[src/rtl/drd_pkg.sv]
package drd_pkg;

  typedef enum logic [2:0] {
    SL_EMPTY = 3'd0,
    SL_PEND  = 3'd1,
    SL_BUSY  = 3'd2,
    SL_DONE  = 3'd3,
    SL_ERR   = 3'd4
  } slot_st_e;

  typedef enum logic [1:0] {
    RP_IDLE = 2'd0,
    RP_REQ  = 2'd1,
    RP_ADDR = 2'd2,
    RP_DATA = 2'd3
  } rp_st_e;

  localparam logic [2:0] RSP_WAIT  = 3'd0;
  localparam logic [2:0] RSP_DATA  = 3'd1;
  localparam logic [2:0] RSP_DISC  = 3'd2;
  localparam logic [2:0] RSP_RETRY = 3'd3;
  localparam logic [2:0] RSP_TABT  = 3'd4;
  localparam logic [2:0] RSP_MABT  = 3'd5;

  localparam logic [3:0] CMD_IORD  = 4'h2;
  localparam logic [3:0] CMD_MRD   = 4'h6;
  localparam logic [3:0] CMD_CFGRD = 4'hA;
  localparam logic [3:0] CMD_MRM   = 4'hC;
  localparam logic [3:0] CMD_MRL   = 4'hE;

  function automatic logic cmd_is_read(input logic [3:0] c);
    return (c == CMD_IORD) || (c == CMD_MRD) || (c == CMD_CFGRD) ||
           (c == CMD_MRM) || (c == CMD_MRL);
  endfunction

  function automatic logic cmd_is_pref(input logic [3:0] c, input logic space_pref);
    return (c == CMD_MRM) || (c == CMD_MRL) || ((c == CMD_MRD) && space_pref);
  endfunction

endpackage

[src/rtl/drd_capture.sv]
module drd_capture
  import drd_pkg::*;
#(
  parameter int AW = 32
) (
  input  logic          clk,
  input  logic          rst_n,
  input  logic          ini_start,
  input  logic [AW-1:0] ini_addr,
  input  logic [3:0]    ini_cmd,
  input  logic          ini_par,
  input  logic          ini_pref,
  input  logic          ini_irdy,
  input  logic [3:0]    ini_be,
  output logic          look,
  output logic [AW-1:0] lk_addr,
  output logic [3:0]    lk_cmd,
  output logic          lk_par,
  output logic          lk_pref,
  output logic [3:0]    lk_be
);

  logic          hold_vld_q, hold_vld_d;
  logic [AW-1:0] hold_addr_q;
  logic [3:0]    hold_cmd_q;
  logic          hold_par_q, hold_pref_q;
  logic          load_en;

  assign load_en = ini_start && cmd_is_read(ini_cmd);

  always_comb begin
    hold_vld_d = hold_vld_q;
    if (load_en) begin
      hold_vld_d = 1'b1;
    end else if (ini_irdy) begin
      hold_vld_d = 1'b0;
    end
  end

  always_ff @(posedge clk or negedge rst_n) begin
    if (!rst_n) begin
      hold_vld_q <= 1'b0;
    end else begin
      hold_vld_q <= hold_vld_d;
    end
  end

  always_ff @(posedge clk) begin
    if (load_en) begin
      hold_addr_q <= ini_addr;
      hold_cmd_q  <= ini_cmd;
      hold_par_q  <= ini_par;
      hold_pref_q <= cmd_is_pref(ini_cmd, ini_pref);
    end
  end

  assign look    = ini_irdy && hold_vld_q;
  assign lk_addr = hold_addr_q;
  assign lk_cmd  = hold_cmd_q;
  assign lk_par  = hold_par_q;
  assign lk_pref = hold_pref_q;
  assign lk_be   = ini_be;

  AST_LOOK_IS_READ: assert property (@(posedge clk) disable iff (!rst_n)
    look |-> cmd_is_read(lk_cmd));

endmodule

[src/rtl/drd_queue.sv]
module drd_queue
  import drd_pkg::*;
#(
  parameter int AW    = 32,
  parameter int DEPTH = 4,
  parameter int PWW   = 4
) (
  input  logic          clk,
  input  logic          rst_n,
  input  logic          look,
  input  logic [AW-1:0] lk_addr,
  input  logic [3:0]    lk_cmd,
  input  logic          lk_par,
  input  logic          lk_pref,
  input  logic [3:0]    lk_be,
  input  logic          pw_push,
  input  logic          pw_pop,
  input  logic          take,
  input  logic          fin,
  input  logic          fin_err,
  output logic          ini_retry,
  output logic          ini_ack,
  output logic          ini_abort,
  output logic          head_go,
  output logic [AW-1:0] hd_addr,
  output logic [3:0]    hd_cmd,
  output logic          hd_par,
  output logic          hd_pref,
  output logic [3:0]    hd_be
);

  localparam int IW = (DEPTH > 1) ? $clog2(DEPTH) : 1;

  slot_st_e      st_q  [DEPTH];
  slot_st_e      st_d  [DEPTH];
  logic [PWW-1:0] wc_q [DEPTH];
  logic [PWW-1:0] wc_d [DEPTH];
  logic [AW-1:0] ad_q  [DEPTH];
  logic [3:0]    cm_q  [DEPTH];
  logic          pa_q  [DEPTH];
  logic          pf_q  [DEPTH];
  logic [3:0]    be_q  [DEPTH];

  logic [IW-1:0]  wp_q, wp_d, rp_q, rp_d, hit_idx;
  logic [PWW-1:0] pw_q, pw_d;
  logic [DEPTH-1:0] hit_v;
  logic hit_any, do_alloc, do_free, pop_ok;
  logic retry_d, ack_d, abort_d;
  slot_st_e hit_st;

  function automatic logic [IW-1:0] ptr_inc(input logic [IW-1:0] v);
    return (v == IW'(DEPTH - 1)) ? '0 : v + 1'b1;
  endfunction

  generate
    for (genvar gi = 0; gi < DEPTH; gi++) begin : g_match
      assign hit_v[gi] = (st_q[gi] != SL_EMPTY) && (ad_q[gi] == lk_addr) &&
                         (cm_q[gi] == lk_cmd);
    end
  endgenerate

  always_comb begin
    hit_idx = '0;
    for (int i = DEPTH - 1; i >= 0; i--) begin
      if (hit_v[i]) hit_idx = IW'(i);
    end
  end

  assign hit_any  = |hit_v;
  assign hit_st   = st_q[hit_idx];
  assign do_free  = look && hit_any && ((hit_st == SL_DONE) || (hit_st == SL_ERR));
  assign do_alloc = look && !hit_any && (st_q[wp_q] == SL_EMPTY);
  assign retry_d  = look && !do_free;
  assign ack_d    = do_free;
  assign abort_d  = do_free && (hit_st == SL_ERR);
  assign pop_ok   = pw_pop && (pw_q != '0);
  assign pw_d     = pw_q + PWW'(pw_push) - PWW'(pop_ok);
  assign wp_d     = do_alloc ? ptr_inc(wp_q) : wp_q;
  assign rp_d     = fin ? ptr_inc(rp_q) : rp_q;

  always_comb begin
    for (int i = 0; i < DEPTH; i++) begin
      st_d[i] = st_q[i];
      wc_d[i] = (pop_ok && (wc_q[i] != '0)) ? wc_q[i] - 1'b1 : wc_q[i];
      if (take && (rp_q == IW'(i))) st_d[i] = SL_BUSY;
      if (fin && (rp_q == IW'(i)))  st_d[i] = fin_err ? SL_ERR : SL_DONE;
      if (do_free && (hit_idx == IW'(i))) st_d[i] = SL_EMPTY;
      if (do_alloc && (wp_q == IW'(i))) begin
        st_d[i] = SL_PEND;
        wc_d[i] = pw_d;
      end
    end
  end

  always_ff @(posedge clk or negedge rst_n) begin
    if (!rst_n) begin
      for (int i = 0; i < DEPTH; i++) begin
        st_q[i] <= SL_EMPTY;
        wc_q[i] <= '0;
      end
      wp_q      <= '0;
      rp_q      <= '0;
      pw_q      <= '0;
      ini_retry <= 1'b0;
      ini_ack   <= 1'b0;
      ini_abort <= 1'b0;
    end else begin
      for (int i = 0; i < DEPTH; i++) begin
        st_q[i] <= st_d[i];
        wc_q[i] <= wc_d[i];
      end
      wp_q      <= wp_d;
      rp_q      <= rp_d;
      pw_q      <= pw_d;
      ini_retry <= retry_d;
      ini_ack   <= ack_d;
      ini_abort <= abort_d;
    end
  end

  always_ff @(posedge clk) begin
    for (int i = 0; i < DEPTH; i++) begin
      if (do_alloc && (wp_q == IW'(i))) begin
        ad_q[i] <= lk_addr;
        cm_q[i] <= lk_cmd;
        pa_q[i] <= lk_par;
        pf_q[i] <= lk_pref;
        be_q[i] <= lk_be;
      end
    end
  end

  assign head_go = (st_q[rp_q] == SL_PEND) && (wc_q[rp_q] == '0);
  assign hd_addr = ad_q[rp_q];
  assign hd_cmd  = cm_q[rp_q];
  assign hd_par  = pa_q[rp_q];
  assign hd_pref = pf_q[rp_q];
  assign hd_be   = be_q[rp_q];

  AST_RESP_EXCL: assert property (@(posedge clk) disable iff (!rst_n)
    !(ini_retry && ini_ack));
  AST_TAKE_GATED: assert property (@(posedge clk) disable iff (!rst_n)
    take |-> ((st_q[rp_q] == SL_PEND) && (wc_q[rp_q] == '0)));
  AST_FIN_BUSY: assert property (@(posedge clk) disable iff (!rst_n)
    fin |-> (st_q[rp_q] == SL_BUSY));
  AST_ABORT_ACK: assert property (@(posedge clk) disable iff (!rst_n)
    ini_abort |-> ini_ack);
  AST_FULL_HOLD: assert property (@(posedge clk) disable iff (!rst_n)
    (look && !hit_any && (st_q[wp_q] != SL_EMPTY)) |=> (wp_q == $past(wp_q)));
  AST_PW_NO_WRAP: assert property (@(posedge clk) disable iff (!rst_n)
    (pw_push && !pw_pop) |-> (pw_q != '1));

endmodule

[src/rtl/drd_replay.sv]
module drd_replay
  import drd_pkg::*;
#(
  parameter int AW    = 32,
  parameter int BURST = 4
) (
  input  logic          clk,
  input  logic          rst_n,
  input  logic          head_go,
  input  logic [AW-1:0] hd_addr,
  input  logic [3:0]    hd_cmd,
  input  logic          hd_par,
  input  logic          hd_pref,
  input  logic [3:0]    hd_be,
  input  logic          tgt_gnt,
  input  logic [2:0]    tgt_rsp,
  output logic          take,
  output logic          fin,
  output logic          fin_err,
  output logic          tgt_req,
  output logic          tgt_addr_vld,
  output logic [AW-1:0] tgt_addr,
  output logic [3:0]    tgt_cmd,
  output logic          tgt_par,
  output logic          tgt_dphase,
  output logic [3:0]    tgt_be,
  output logic          tgt_last,
  output logic          rd_push
);

  localparam int BW = (BURST > 1) ? $clog2(BURST) : 1;

  rp_st_e        st_q, st_d;
  logic [BW-1:0] beat_q, beat_d;

  always_comb begin
    st_d         = st_q;
    beat_d       = beat_q;
    take         = 1'b0;
    fin          = 1'b0;
    fin_err      = 1'b0;
    tgt_req      = 1'b0;
    tgt_addr_vld = 1'b0;
    tgt_dphase   = 1'b0;
    tgt_last     = 1'b0;
    rd_push      = 1'b0;
    case (st_q)
      RP_IDLE: begin
        if (head_go) begin
          take = 1'b1;
          st_d = RP_REQ;
        end
      end
      RP_REQ: begin
        tgt_req = 1'b1;
        if (tgt_gnt) st_d = RP_ADDR;
      end
      RP_ADDR: begin
        tgt_addr_vld = 1'b1;
        beat_d       = '0;
        st_d         = RP_DATA;
      end
      RP_DATA: begin
        tgt_dphase = 1'b1;
        tgt_last   = !hd_pref || (beat_q == BW'(BURST - 1));
        case (tgt_rsp)
          RSP_DATA: begin
            rd_push = 1'b1;
            if (tgt_last) begin
              fin  = 1'b1;
              st_d = RP_IDLE;
            end else begin
              beat_d = beat_q + 1'b1;
            end
          end
          RSP_DISC: begin
            rd_push = 1'b1;
            fin     = 1'b1;
            st_d    = RP_IDLE;
          end
          RSP_RETRY: begin
            if (beat_q == '0) begin
              st_d = RP_REQ;
            end else begin
              fin  = 1'b1;
              st_d = RP_IDLE;
            end
          end
          RSP_TABT, RSP_MABT: begin
            fin     = 1'b1;
            fin_err = 1'b1;
            st_d    = RP_IDLE;
          end
          default: st_d = RP_DATA;
        endcase
      end
      default: st_d = RP_IDLE;
    endcase
  end

  always_ff @(posedge clk or negedge rst_n) begin
    if (!rst_n) begin
      st_q   <= RP_IDLE;
      beat_q <= '0;
    end else begin
      st_q   <= st_d;
      beat_q <= beat_d;
    end
  end

  assign tgt_addr = tgt_addr_vld ? hd_addr : '0;
  assign tgt_cmd  = tgt_addr_vld ? hd_cmd : 4'h0;
  assign tgt_par  = tgt_addr_vld && hd_par;
  assign tgt_be   = (tgt_dphase && !hd_pref) ? hd_be : 4'h0;

  AST_GNT_BEFORE_ADDR: assert property (@(posedge clk) disable iff (!rst_n)
    tgt_addr_vld |-> $past(tgt_req && tgt_gnt));
  AST_ADDR_THEN_DATA: assert property (@(posedge clk) disable iff (!rst_n)
    tgt_addr_vld |=> tgt_dphase);
  AST_RETRY_REREQ: assert property (@(posedge clk) disable iff (!rst_n)
    (tgt_dphase && (tgt_rsp == RSP_RETRY) && (beat_q == '0)) |=> tgt_req);
  AST_PUSH_IN_DATA: assert property (@(posedge clk) disable iff (!rst_n)
    rd_push |-> tgt_dphase);

endmodule

[src/rtl/dly_read_engine.sv]
module dly_read_engine
  import drd_pkg::*;
#(
  parameter int AW    = 32,
  parameter int DEPTH = 4,
  parameter int BURST = 4,
  parameter int PWW   = 4
) (
  input  logic          clk,
  input  logic          rst_n,
  input  logic          ini_start,
  input  logic [AW-1:0] ini_addr,
  input  logic [3:0]    ini_cmd,
  input  logic          ini_par,
  input  logic          ini_pref,
  input  logic          ini_irdy,
  input  logic [3:0]    ini_be,
  output logic          ini_retry,
  output logic          ini_ack,
  output logic          ini_abort,
  input  logic          pw_push,
  input  logic          pw_pop,
  output logic          tgt_req,
  input  logic          tgt_gnt,
  output logic          tgt_addr_vld,
  output logic [AW-1:0] tgt_addr,
  output logic [3:0]    tgt_cmd,
  output logic          tgt_par,
  output logic          tgt_dphase,
  output logic [3:0]    tgt_be,
  output logic          tgt_last,
  input  logic [2:0]    tgt_rsp,
  output logic          rd_push
);

  logic          look, lk_par, lk_pref;
  logic [AW-1:0] lk_addr, hd_addr;
  logic [3:0]    lk_cmd, lk_be, hd_cmd, hd_be;
  logic          head_go, hd_par, hd_pref, take, fin, fin_err;

  drd_capture #(.AW(AW)) u_cap (
    .clk(clk), .rst_n(rst_n), .ini_start(ini_start), .ini_addr(ini_addr),
    .ini_cmd(ini_cmd), .ini_par(ini_par), .ini_pref(ini_pref),
    .ini_irdy(ini_irdy), .ini_be(ini_be), .look(look), .lk_addr(lk_addr),
    .lk_cmd(lk_cmd), .lk_par(lk_par), .lk_pref(lk_pref), .lk_be(lk_be)
  );

  drd_queue #(.AW(AW), .DEPTH(DEPTH), .PWW(PWW)) u_q (
    .clk(clk), .rst_n(rst_n), .look(look), .lk_addr(lk_addr), .lk_cmd(lk_cmd),
    .lk_par(lk_par), .lk_pref(lk_pref), .lk_be(lk_be), .pw_push(pw_push),
    .pw_pop(pw_pop), .take(take), .fin(fin), .fin_err(fin_err),
    .ini_retry(ini_retry), .ini_ack(ini_ack), .ini_abort(ini_abort),
    .head_go(head_go), .hd_addr(hd_addr), .hd_cmd(hd_cmd), .hd_par(hd_par),
    .hd_pref(hd_pref), .hd_be(hd_be)
  );

  drd_replay #(.AW(AW), .BURST(BURST)) u_rp (
    .clk(clk), .rst_n(rst_n), .head_go(head_go), .hd_addr(hd_addr),
    .hd_cmd(hd_cmd), .hd_par(hd_par), .hd_pref(hd_pref), .hd_be(hd_be),
    .tgt_gnt(tgt_gnt), .tgt_rsp(tgt_rsp), .take(take), .fin(fin),
    .fin_err(fin_err), .tgt_req(tgt_req), .tgt_addr_vld(tgt_addr_vld),
    .tgt_addr(tgt_addr), .tgt_cmd(tgt_cmd), .tgt_par(tgt_par),
    .tgt_dphase(tgt_dphase), .tgt_be(tgt_be), .tgt_last(tgt_last),
    .rd_push(rd_push)
  );

endmodule

[config.mk]
export PLATFORM = sky130hd
export DESIGN_NAME = dly_read_engine
export DESIGN_NICKNAME = d
export VERILOG_FILES = /design/src/rtl/drd_pkg.sv /design/src/rtl/drd_capture.sv /design/src/rtl/drd_queue.sv /design/src/rtl/drd_replay.sv /design/src/rtl/dly_read_engine.sv
export SDC_FILE = /design/constraint.sdc
export NUM_CORES = 1
export LEC_CHECK = 0
export ABC_AREA = 0
export ABC_CLOCK_PERIOD_IN_PS = 3300
export BUFFER_PORTS_ARGS = -buffer_cell sky130_fd_sc_hd__buf_2
export CORE_UTILIZATION = 54
export CTS_BUF_LIST = sky130_fd_sc_hd__clkbuf_4 sky130_fd_sc_hd__clkbuf_8 sky130_fd_sc_hd__clkbuf_16
export CTS_CLUSTER_SIZE = 8
export DETAILED_ROUTE_END_ITERATION = 10
export GPL_TIMING_DRIVEN = 0
export PLACE_DENSITY_LB_ADDON = 0.2
export REMOVE_ABC_BUFFERS = 1
export SLEW_MARGIN = 20
export SYNTH_ARGS = -nofsm -noshare
export SYNTH_HDL_FRONTEND = slang
export SYNTH_SLANG_ARGS = --single-unit
export TNS_END_PERCENT = 5
[constraint.sdc]
create_clock -name clk -period 3.3 [get_ports clk]
set_input_delay 0.33 -clock clk [delete_from_list [all_inputs] [get_ports clk]]
set_output_delay 0.33 -clock clk [all_outputs]
set_load 0.005 [all_outputs]
==> metrics.cfg, run 1 <==
[logic_synthesis]
syn_area_um2 = 11800
synth-seq-area-share_pct = 61.9
async_flop_share_pct = 17.6
synth_area_per_cell_um2 = 14.6
netlist_instances = 809
synthFlopType = edfxtp_1
synth.distinct_cells = 51
yosys_warnings = 0
synth_edf_count = 206
synth-seq-cells = 250

[routing]
drt_drc_violations_left = 0
drt-initial-drc-count = 481
drt-total-wl_um = 28300
antenna_left = 0
wl_per_cell_um = 21.0
vias_per_cell = 5.69
drt_pass1_iterations = 5
via_count = 7680

[grt]
antenna_found_initial = 0
grt_usage_pct = 25.9
grt_pass1_vias = 7778
grt_overflow = 0
grt_max_degree = 45
grt_pass1_wl_um = 42700

[final_layout]
drive_gt1_share_pct = 32.4
finalNonFillerCells = 1349
mostFrequentLayoutCell = edfxtp_1
fin_nets = 1135
fin_area_um2 = 15100
fillers = 1417
antenna_cells = 0
layout_common_cells = 206 x edfxtp_1, 99 x buf_2, 98 x xor2_1, 91 x buf_4, 52 x xnor2_1
area_growth_pct = 28.4

[floorplanning]
row_count = 53
dieHeight_um = 150
fp.dieW_um = 150
core_area_um2 = 21200
die-area_um2 = 22400
initial_utilization_pct = 55.5
ios = 101

[pwr]
p_int_w = 0.00592
peakVddDrop_mv = 0.496
power.leakage_nw = 5.70
switching_share_pct = 22.5
p_sw_w = 0.00171
clkPwrFrac_pct = 45.2
pwr-share-seq_pct = 46.5
p_comb_share_pct = 8.3
powerDensity_nw_per_um2 = 505

[placement]
dp_slack_ns = -0.646
placed_area_um2 = 12700
dp.cells = 1174
place_hpwl_um = 17600
place_congestion = 0.892
io_buffers = 100

[timing]
worst_pin_slew_ns = 1.02
max_slew_margin_pct = 32.1
fin_tns_setup_ns = -3.02
rsz0062_at_grt = true
period_needed_ns = 3.47
timing.final.crit_share_pct = 105
worst_slack_ns = -0.174
worst_clock_skew_ns = 0.0190
finalSetupViolations = 41
fmax_ghz = 0.288
hold_violations = 0
slew_viol_final = 0

[clock_tree]
clockBufferDepth = 3
cts_tree = built
clkTransAtPathRegs_ns = 0.05
clk_latency_ns = 0.52
h-tree-depth = 2
clock-sinks = 250
clockRootBuffer = clkbuf_16
cts_buffers = 37

[critical_path]
endpoint_kind = flop
cp_max_fo = 5
crit_type = reg2reg
crit_required_ns = 3.68
worst_ep_arrival_time_ns = 3.85
critPathLaunchType = flop

[outcome]
violations = negative setup slack
status = finished, violations left

[min_path]
hold_path_class = in2reg

[job]
max_cap_viol_count = 0

-- through the flow --
step	power (W)	hold slack, ns	utilization [%]
finish	0.00763	0.0305	71.2
global route	0.00789	0.0136	71.2
CTS	0.00764	0.00851	69.5
detailed placement	0.00411	0.488	59.8
global placement	0.00410	0.481	59.1
floorplan	0.00390	0.0344	-
-- flip-flops by register name, summed over array words and instances (netlist names), 2 cells and up --
name,flops
u_cap.lk_addr,32
u_cap.lk_cmd,4
u_q.ad_q,128
u_q.be_q,16
u_q.cm_q,16
u_q.pa_q,4
u_q.pf_q,4
u_q.pw_q,4
u_q.rp_q,2
u_q.st_q,12
u_q.wc_q,16
u_q.wp_q,2
u_rp.beat_q,2
u_rp.st_q,2
-- worst paths after layout --
| kind | start | end | slack, ns | cells past startpoint |
|---|---|---|---|---|
| min in group asynchronous | rst_n | u_q.wc_q[4]$_DFFE_PN0P_ | 0.36 | 2 |
| min reg2reg | u_cap.lk_par$_DFFE_PP_ | u_q.pa_q[2]$_DFFE_PP_ | 0.49 | 0 |
| max | u_cap.lk_addr[21]$_DFFE_PP_ | u_q.st_q[3]$_DFFE_PN0P_ | -0.17 | 11 |
| max reg2reg | u_cap.lk_addr[21]$_DFFE_PP_ | u_q.st_q[3]$_DFFE_PN0P_ | -0.17 | 11 |
| min | ini_cmd[1] | u_cap.lk_cmd[1]$_DFFE_PP_ | 0.03 | 1 |
| max in group asynchronous | rst_n | u_q.rp_q[1]$_DFFE_PN0P_ | 2.49 | 2 |
-- logic make-up (layout without fill, tap and decap cells) --
family,Yosys count,after routing,synth area share [%]
AOI/OAI and AO/OA,70,70,3.86
xor gates and xnor gates,159,159,11.8
adders and majority gates,20,20,2.19
buffers and inverters,55,320,1.84
DFF,250,250,61.9
muxes,48,48,8.66
and+or+nand+nor,207,207,9.72
-- cell usage after synthesis (all sizes together), types with 5 or more instances --
master | number | area [um^2]
o211ai | 5 | 37.5
dfrtp | 44 | 1100
o21ai | 22 | 110
a22oi | 7 | 52.6
nand2 | 50 | 190
a21oi | 15 | 75.1
nor2b | 43 | 269
edfxtp | 206 | 6190
clkbuf | 14 | 62.6
a21o | 5 | 38.8
xnor2 | 57 | 499
mux4 | 43 | 968
nand4 | 16 | 100
nor4 | 27 | 169
ha | 19 | 238
xor2 | 102 | 893
nor3 | 27 | 135
inv | 37 | 139
nand3 | 8 | 40.0
nor2 | 14 | 52.6
-- critical path: stages, from the launching register on --
cell,delay (ns)
edfxtp_1,0.49
xor2_1,0.23
nor4_2,0.29
nand4_1,0.23
buf_4,0.19
or3_4,0.38
nand4b_1,0.21
o22ai_2,0.11
a21o_2,0.22
or3_4,0.46
a2111oi_4,0.40
o21ai_1,0.13
-- power groups by stage --
stage	Combinational, W	Sequential (W)	Clock [W]
2_1_floorplan	0.000288	0.00362	0
3_5_place_dp	0.000474	0.00364	0
3_3_place_gp	0.000465	0.00364	0
6_report	0.000632	0.00355	0.00345
5_1_grt	0.000700	0.00355	0.00363
4_1_cts	0.000598	0.00356	0.00349
-- metal layers --
metal | wire [um] | part of all wire [%] | track usage (%) | vias to the layer above
met2 | 14100 | 50 | 43.9 | 274
met3 | 1670 | 5.9 | 4.48 | 59
li1 | - | - | - | 3515
met5 | 0 | 0 | 0 | -
met4 | 927 | 3.3 | 10.5 | 0
met1 | 11600 | 41 | 33.0 | 3832
-- final cells by class --
cell class	instances	area, um^2	share of cell area [%]
Clock inverter	3	43.8	0.290
Clock buffer	47	1020	6.74
Timing Repair Buffer	233	1670	11.1
Multi-Input combinational cell	504	4570	30.2
Sequential cell	250	7290	48.3
Inverter	37	174	1.15
Tap cell	275	344	2.28
-- what timing repair did --
action                     CTS  global route
hold buffers                33             1
resized for setup           33            29
hold endpoints to repair    33            44
setup endpoints to repair  164           164
buffers inserted            61            30
pin swaps                   28            19
Note: power is estimated with default switching activity, not from simulation.
==> inputs of run 2 (changes only) <==
GPL_TIMING_DRIVEN = unset   (was 0)
==> run 2 against run 1 <==
- the run still ends with negative setup slack left
- first-iteration DRC count is 23% higher
- combinational power fell by 5.1%
- routed wire length rose by 0.12%
- non-clock buffer count decreased by 13
- count of clock-buffer cells in the layout grew 1
- critical path depth shrank 1
- core utilization down 1.6 points
- die area did not move
- clock skew about the same
- power hardly changed
- critical path type unchanged
==> metrics.cfg, run 2 (synthesis gave the netlist of run 1 again) <==
[grt]
grt_overflow = 0  ; unchanged
grt_pass1_vias = 7683  ; was 7778
antenna_found_initial = 0  ; unchanged
grt_pass1_wl_um = 43100  ; was 42700 um
grt_usage_pct = 26.1  ; was 25.9%
grt_max_degree = 45  ; unchanged

[timing]
rsz0062_at_grt = true  ; unchanged
fmax_ghz = 0.295  ; was 0.288 GHz
timing.final.crit_share_pct = 103  ; was 105%
worst_slack_ns = -0.0921  ; was -0.174 ns
fin_tns_setup_ns = -0.333  ; was -3.02 ns
slew_viol_final = 0  ; unchanged
worst_clock_skew_ns = 0.0190  ; about the same
worst_pin_slew_ns = 0.965  ; was 1.02 ns
max_slew_margin_pct = 35.5  ; was 32.1%
finalSetupViolations = 6  ; was 41
period_needed_ns = 3.39  ; was 3.47 ns
hold_violations = 0  ; unchanged

[clock_tree]
clockRootBuffer = clkbuf_16  ; unchanged
cts_tree = built  ; unchanged
clock-sinks = 250  ; unchanged
h-tree-depth = 2  ; unchanged
clkTransAtPathRegs_ns = 0.05  ; about the same
clk_latency_ns = 0.52  ; about the same
clockBufferDepth = 3  ; unchanged
cts_buffers = 37  ; unchanged

[floorplanning]
core_area_um2 = 21200  ; unchanged
dieHeight_um = 150  ; unchanged
die-area_um2 = 22400  ; unchanged
row_count = 53  ; unchanged
ios = 101  ; unchanged
fp.dieW_um = 150  ; unchanged
initial_utilization_pct = 55.5  ; unchanged

[routing]
drt_drc_violations_left = 0  ; unchanged
via_count = 7608  ; was 7680
drt_pass1_iterations = 5  ; unchanged
drt-total-wl_um = 28400  ; was 28300 um
drt-initial-drc-count = 590  ; was 481
vias_per_cell = 5.69  ; about the same
antenna_left = 0  ; unchanged
wl_per_cell_um = 21.2  ; was 21.0 um

[job]
max_cap_viol_count = 0  ; unchanged

[critical_path]
worst_ep_arrival_time_ns = 3.77  ; was 3.85 ns
crit_top_cell = or3_4  ; unchanged
critPathLaunchType = flop  ; unchanged
crit_required_ns = 3.68  ; about the same
cpLargestDelayFamily = simple AND/OR/NAND/NOR gates  ; unchanged
reg2reg_setup_slack_ns = -0.09  ; was -0.17 ns
cp_max_fo = 5  ; unchanged
crit_path_top_delay_cell = edfxtp_1  ; unchanged
crit_type = reg2reg  ; unchanged
crit_buf_inv = 0  ; was 1
cp_cell_sequence = xor2_1 -> nor4_2 -> nand4_1 -> or3_4 -> nand4b_1 -> o22ai_1 -> a21o_1 -> or3_4 -> a2111oi_4 -> nor3_1  ; was xor2_1 -> nor4_2 -> nand4_1 -> buf_4 -> or3_4 -> nand4b_1 -> o22ai_2 -> a21o_2 -> or3_4 -> a2111oi_4 -> o21ai_1
slowest_delay_ns = 0.48  ; was 0.49 ns
endpoint_kind = flop  ; unchanged

[placement]
dp.cells = 1235  ; was 1174
place_congestion = 0.866  ; was 0.892
io_buffers = 100  ; unchanged
place_hpwl_um = 18900  ; was 17600 um

[final_layout]
mostFrequentLayoutCell = edfxtp_1  ; unchanged
antenna_cells = 0  ; unchanged
largest-register = u_q.ad_q  ; unchanged
largest_reg_flops = 128  ; unchanged
finalNonFillerCells = 1337  ; was 1349
area_growth_pct = 25.5  ; was 28.4%
fin_nets = 1122  ; was 1135
drive_gt1_share_pct = 29.8  ; was 32.4%
layout_common_cells = 206 x edfxtp_1, 102 x xor2_1, 99 x buf_2, 85 x buf_4, 57 x xnor2_1  ; was 206 x edfxtp_1, 99 x buf_2, 98 x xor2_1, 91 x buf_4, 52 x xnor2_1

[min_path]
hold_path_class = in2reg  ; unchanged

[pwr]
powerDensity_nw_per_um2 = 516  ; was 505 nW/um^2
power.leakage_nw = 5.58  ; was 5.70 nW
peakVddDrop_mv = 0.411  ; was 0.496 mV

[outcome]
violations = negative setup slack  ; unchanged
status = finished, violations left  ; unchanged

-- run 2: per-layer routing --
| layer | vias up | GRT usage, % | wire length (um) |
|---|---|---|---|
| li1 | 3501 | - | - |
| met1 | 3762 | 35.0 | 12000 |
| met2 | 269 | 42.8 | 13800 |
| met3 | 74 | 4.21 | 1650 |
| met4 | 2 | 10.0 | 928 |
| met5 | - | 1.59 | 41 |
-- run 2: final cells by class --
class	instances	area [um^2]
clock buffers	48	1030
repair buffers	220	1560
clock inverters	3	45.0
fillers	1509	6440
well taps	275	344
multi-input cells	504	4370
flip-flops and latches	250	7290
inverters	37	139
-- run 2: worst paths after layout --
kind,startpoint,end,depth (start not counted)
setup / recovery,u_cap.lk_addr[25]$_DFFE_PP_,u_q.st_q[4]$_DFFE_PN0P_,10
hold / removal,ini_addr[26],u_cap.lk_addr[26]$_DFFE_PP_,1
setup reg to reg,u_cap.lk_addr[25]$_DFFE_PP_,u_q.st_q[4]$_DFFE_PN0P_,10
hold reg to reg,u_cap.lk_par$_DFFE_PP_,u_q.pa_q[2]$_DFFE_PP_,0
max in group asynchronous,rst_n,u_q.rp_q[1]$_DFFE_PN0P_,2
min in group asynchronous,rst_n,u_q.pw_q[2]$_DFF_PN0_,2
-- run 2: repair_timing --
item,in CTS,in global routing
pin swaps,3,17
setup buffers,5,17
hold buffers,28,1
endpoints found under the hold margin,28,44
endpoints found under the setup margin,12,13
resized for setup,7,6
-- run 2: per-stage QoR --
stage          worst slack, ns  hold slack [ns]  util [%]  power (W)  instance area (um^2)
5_1_grt                 -0.197          0.00365      69.6    0.00786                 14800
2_1_floorplan           -0.446           0.0344         -    0.00390                 11700
6_report               -0.0921          0.00650      69.6    0.00762                 14800
3_3_place_gp            -0.214            0.482      62.0    0.00414                 13200
4_1_cts                -0.0574          0.00232      68.8    0.00766                 14600
3_5_place_dp            -0.208            0.490      62.0    0.00416                 13200
-- run 2: power by group --
part	internal, W	switching (W)
sequential	0.00349	0.0000545
combinational	0.000246	0.000354
clock	0.00216	0.00131
total	0.00590	0.00172
